==> src/rtl/fcd_pkg.sv <==
package fcd_pkg;

    localparam int TICK_W = 16;

    typedef logic [TICK_W-1:0] tick_t;

    typedef enum logic [1:0] {
        PH_IDLE = 2'd0,
        PH_HIGH = 2'd1,
        PH_LOW  = 2'd2
    } phase_e;

    typedef struct packed {
        tick_t hi;
        tick_t lo;
    } span_t;

    // Splits one period into high and low tick counts.
    function automatic span_t split_period(tick_t base, logic carry, logic extra);
        tick_t total;
        span_t s;
        total = ((base < tick_t'(2)) ? tick_t'(2) : base) + tick_t'(carry);
        s.hi  = total >> 1;
        s.lo  = total - s.hi + tick_t'(extra);
        return s;
    endfunction

endpackage

==> src/rtl/fcd_frac_acc.sv <==
module fcd_frac_acc #(
    parameter int FRAC_W = 8
) (
    input  logic              clk,
    input  logic              rst,
    input  logic              clr,
    input  logic              step,
    input  logic [FRAC_W-1:0] num,
    input  logic [FRAC_W-1:0] den,
    output logic              carry
);
    localparam int ACC_W = FRAC_W + 1;

    logic [ACC_W-1:0] acc;
    logic [ACC_W-1:0] sum;
    logic             frac_ok;

    always_comb begin
        frac_ok = (num < den);
        sum     = acc + {1'b0, num};
        carry   = frac_ok && (sum >= {1'b0, den});
    end

    always_ff @(posedge clk) begin
        if (rst || clr) begin
            acc <= '0;
        end else if (step && frac_ok) begin
            acc <= carry ? (sum - {1'b0, den}) : sum;
        end
    end

endmodule

==> src/rtl/fcd_corr_latch.sv <==
module fcd_corr_latch (
    input  logic clk,
    input  logic rst,
    input  logic clr,
    input  logic stb,
    input  logic take,
    output logic extra
);
    logic pend;

    assign extra = pend | stb;

    always_ff @(posedge clk) begin
        if (rst || clr) begin
            pend <= 1'b0;
        end else if (take) begin
            pend <= 1'b0;
        end else if (stb) begin
            pend <= 1'b1;
        end
    end

endmodule

==> src/rtl/fcd_phase_gen.sv <==
module fcd_phase_gen
    import fcd_pkg::*;
#(
    parameter int INT_W = 8
) (
    input  logic             clk,
    input  logic             rst,
    input  logic             en,
    input  logic [INT_W-1:0] int_part,
    input  logic             carry,
    input  logic             extra,
    output logic             start,
    output logic             clk_out
);
    phase_e ph;
    tick_t  cnt;
    tick_t  lo_hold;
    span_t  span;

    always_comb begin
        span  = split_period(tick_t'(int_part), carry, extra);
        start = en && ((ph == PH_IDLE) || ((ph == PH_LOW) && (cnt == '0)));
    end

    always_ff @(posedge clk) begin
        if (rst || !en) begin
            ph      <= PH_IDLE;
            cnt     <= '0;
            lo_hold <= '0;
        end else if (start) begin
            ph      <= PH_HIGH;
            cnt     <= span.hi - tick_t'(1);
            lo_hold <= span.lo;
        end else if (cnt != '0) begin
            cnt <= cnt - tick_t'(1);
        end else if (ph == PH_HIGH) begin
            ph  <= PH_LOW;
            cnt <= lo_hold - tick_t'(1);
        end
    end

    assign clk_out = (ph == PH_HIGH);

endmodule

==> src/rtl/frac_clkdiv.sv <==
module frac_clkdiv #(
    parameter int INT_W  = 8,
    parameter int FRAC_W = 8
) (
    input  logic              clk,
    input  logic              rst,
    input  logic              en,
    input  logic [INT_W-1:0]  int_part,
    input  logic [FRAC_W-1:0] frac_num,
    input  logic [FRAC_W-1:0] frac_den,
    input  logic              corr_stb,
    output logic              clk_out
);
    logic start;
    logic carry;
    logic extra;
    logic clr;

    assign clr = !en;

    fcd_frac_acc #(.FRAC_W(FRAC_W)) u_acc (
        .clk  (clk),
        .rst  (rst),
        .clr  (clr),
        .step (start),
        .num  (frac_num),
        .den  (frac_den),
        .carry(carry)
    );

    fcd_corr_latch u_corr (
        .clk  (clk),
        .rst  (rst),
        .clr  (clr),
        .stb  (corr_stb),
        .take (start),
        .extra(extra)
    );

    fcd_phase_gen #(.INT_W(INT_W)) u_phase (
        .clk     (clk),
        .rst     (rst),
        .en      (en),
        .int_part(int_part),
        .carry   (carry),
        .extra   (extra),
        .start   (start),
        .clk_out (clk_out)
    );

endmodule

==> config.mk <==
export PLATFORM = sky130hd
export DESIGN_NAME = frac_clkdiv
export DESIGN_NICKNAME = d
export VERILOG_FILES = /design/src/rtl/fcd_pkg.sv /design/src/rtl/fcd_frac_acc.sv /design/src/rtl/fcd_corr_latch.sv /design/src/rtl/fcd_phase_gen.sv /design/src/rtl/frac_clkdiv.sv
export SDC_FILE = /design/constraint.sdc
export NUM_CORES = 1
export LEC_CHECK = 0
export BUFFER_PORTS_ARGS = -buffer_cell sky130_fd_sc_hd__buf_2
export CAP_MARGIN = 20
export CORE_MARGIN = 1
export CORE_UTILIZATION = 32
export DETAILED_ROUTE_END_ITERATION = 8
export MAX_ROUTING_LAYER = met4
export PLACE_DENSITY = 0.49
export SLEW_MARGIN = 0
export SYNTH_ARGS = -nofsm -noshare
export SYNTH_HDL_FRONTEND = slang
export SYNTH_HIERARCHICAL = 1
export SYNTH_SLANG_ARGS = --single-unit
==> constraint.sdc <==
create_clock -name clk -period 7.25 [get_ports clk]
set_input_delay 0.3625 -clock clk [delete_from_list [all_inputs] [get_ports clk]]
set_output_delay 0.3625 -clock clk [all_outputs]
set_load 0.1 [all_outputs]
==> flow_summary.toml <==
[power_and_ir_drop]
internal_power_uw = 717
p_comb_share_pct = 53.9
netSwitchingFraction_pct = 42.7
p_sw_uw = 535
leakagePower_nw = 2.03
vdd_drop_max_mv = 0.135
pwr-share-seq_pct = 24.7
powerDensity_nw_per_um2 = 266
pwr-share-clk_pct = 21.4

[critical_path]
cp.arrival_ns = 6.80
worst-setup-path-type = "reg -> reg"
rr_startpoint = "u_acc/acc[0]$_SDFFE_PP0P_"
worst-endpoint-required_ns = 7.44
critPathCaptureType = "flop"
crit_start = "u_acc/acc[0]$_SDFFE_PP0P_"
cp_max_fo = 13
cpPeakStageDelay_ns = 0.46
crit_slowest_cell = "a2111o_1"
cp-start-kind = "flop"
r2r_end = "u_phase/lo_hold[11]$_SDFFE_PP0P_"
r2r_slack_ns = 0.63
r2r_cells = 25
cp_common_cell = "ha_1"
endpoint = "u_phase/lo_hold[11]$_SDFFE_PP0P_"

[layout]
finalNonFillerCells = 723
final_common_cell = "dfxtp_1"
drive_above_1_share_pct = 11.6
layout_common_cells = "44 x dfxtp_1, 43 x a21oi_1, 38 x nor2_1, 38 x ha_1, 36 x inv_1"
diodes = 0
nFillCells = 1337
syn2layout_area_growth_pct = 11.4
fin_nets = 619

[min_path]
hp-class = "in -> reg"

[route]
dr_total_vias = 4078
viasPerCell = 5.64
drt_pre_antenna_iters = 6
wl_per_cell_um = 16.4
drc = 0
ant_nets = 0
initialDrtViolationCount = 205
routed_wl_um = 11900

[sta]
finalSetupTns_ns = 0
post-route-period-util_pct = 91.3
holdWs_ns = 0.390
timing.slew.headroom_pct = 28.3
max_freq_mhz = 151
tightest_slew_ns = 1.07
slew_viol_final = 0
setup_viol = 0
skew_ns = 0.00366
final-hold-violation-count = 0
fin_crit_ns = 6.62
rsz0062_at_grt = "no"

[clock_tree]
tritoncts = "done"
cts_buffers = 5
cts_buffer_depth = 2
cts_hold_buf = 0
ctsResizeCount = 0
worstSkewPairLatency_ns = 0.29
cts_root_buffer = "clkbuf_16"
cts_setup_buffers = 0
numClockSinks = 44
clkTransAtPathRegs_ns = 0.07
h-tree-depth = 2

[yosys]
syn_avg_cell_area_um2 = 8.03
syn-cell-area_um2 = 4230
synth-async-reset-ratio_pct = 0
synth_top_area_share_pct = 20.8
ys_ff_latch = 44
synth-edff-count = 0
ys.flop_type = "dfxtp_1"
synth_area_leaders = "dfxtp_1 21%, ha_1 11%, a21oi_1 5.1%"
ys.warnings.count = 6
synth_top_cell_by_area = "dfxtp_1"
syn-instance-count = 527
synth_seq_area_share_pct = 20.8
syn_nets = 596
ys_types = 81

[die]
rows = 41
die_area_um2 = 13700
start_util_pct = 33.1
core-area_um2 = 12800
die_w_um = 117
io_pins = 29
die_h_um = 117

[run]
cap_violations = 0

[global_route]
antenna_found_initial = 0
grt_pass1_vias = 3872
grt_pass1_wl_um = 19300
grt_max_degree = 25
grt_overflow = 0
track_usage_pct = 18.8

[placement]
dp_cells = 715
port-buffer-count = 28
post-dp-hpwl_um = 9660
gp_congestion = 0.813

[run_status]
status = "complete, no violations"
[registers in the layout (all words and copies together), names as in the netlist]
| register | cells |
|---|---|
| u_acc/acc | 9 |
| u_corr/pend | 1 |
| u_phase/cnt | 16 |
| u_phase/lo_hold | 16 |
| u_phase/ph | 2 |
[cells in the mapped netlist, drive strengths merged (6+ instances only)]
| master | number |
|---|---|
| inv | 36 |
| or3 | 6 |
| dfxtp | 44 |
| a21o | 16 |
| a21oi | 45 |
| a211oi | 7 |
| o21a | 10 |
| nand2b | 10 |
| o31ai | 9 |
| o211ai | 9 |
| ha | 38 |
| clkbuf | 10 |
| nand4 | 9 |
| a22o | 7 |
| or2 | 9 |
| or4 | 11 |
| nand3 | 14 |
| nor2 | 39 |
| nor3 | 12 |
| buf | 6 |
| nor2b | 8 |
| a31oi | 8 |
| o21ai | 33 |
| xnor2 | 16 |
| nand2 | 21 |
| xor2 | 19 |
[power by group through the flow]
stage,Sequential (mW),Combinational [mW],Clock [mW]
5_1_grt,0.315,0.757,0.289
3_3_place_gp,0.313,0.665,0
6_report,0.310,0.675,0.267
4_1_cts,0.309,0.673,0.274
2_1_floorplan,0.303,0.531,0
3_5_place_dp,0.314,0.670,0
[cell families (layout without fill, tap and decap cells)]
group                      after synthesis  count (layout)  synth area share, %
adders and majority gates               41              41                 12.7
buffers and inverters                   52              76                 4.94
muxes                                    5               5                 1.21
AOI/OAI and AO/OA                      188             188                 31.2
DFF                                     44              44                 20.8
and+or+nand+nor                        162             162                 22.0
xor gates and xnor gates                35              35                 7.24
[through the flow]
step	util [%]	setup WS, ns	instance area (um2)	power [mW]
floorplan	-	0.969	4230	0.835
global placement	35.6	0.629	4540	0.979
detailed placement	35.6	0.497	4540	0.984
CTS	36.9	0.639	4710	1.26
global route	36.9	0.216	4710	1.36
finish	36.9	0.632	4710	1.25
[layout make-up]
cell class | count | area [um2] | share of cell area, %
Clock inverter | 3 | 46.3 | 0.982
Tap cell | 172 | 215 | 4.56
Clock buffer | 5 | 125 | 2.65
Timing Repair Buffer | 32 | 170 | 3.61
Inverter | 36 | 135 | 2.87
Multi-Input combinational cell | 431 | 3140 | 66.6
Sequential cell | 44 | 881 | 18.7
[worst min path at each step]
| stage | start | end | slack [ns] | depth (start not counted) |
|---|---|---|---|---|
| after detailed placement | u_phase/lo_hold[15]$_SDFFE_PP0P_ | u_phase/lo_hold[15]$_SDFFE_PP0P_ | 0.47 | 1 |
| after CTS | rst | u_corr/pend$_SDFFE_PP0P_ | 0.39 | 2 |
| after global placement | u_phase/lo_hold[15]$_SDFFE_PP0P_ | u_phase/lo_hold[15]$_SDFFE_PP0P_ | 0.47 | 1 |
| final | rst | u_corr/pend$_SDFFE_PP0P_ | 0.39 | 2 |
| after floorplan | u_phase/lo_hold[15]$_SDFFE_PP0P_ | u_phase/lo_hold[15]$_SDFFE_PP0P_ | 0.43 | 1 |
| after global routing | rst | u_corr/pend$_SDFFE_PP0P_ | 0.40 | 2 |
[per-layer routing]
layer	vias up	GRT usage [%]	routed length, um
met4	0	5.15	153
met2	93	32.1	5780
li1	2032	-	-
met1	1941	23.3	5520
met3	12	2.52	422
met5	-	-	0
[worst max-delay path, delay by kind of cell, from the launching register on]
family	cells	cell delay (ns)
fa+ha+maj	6	1.81
compound gates	11	3.13
simple gates	3	0.44
mux	1	0.07
xor+xnor	2	0.45
buf+inv	2	0.27
flops	1	0.33
No activity file was read; power rests on OpenSTA's default activity.
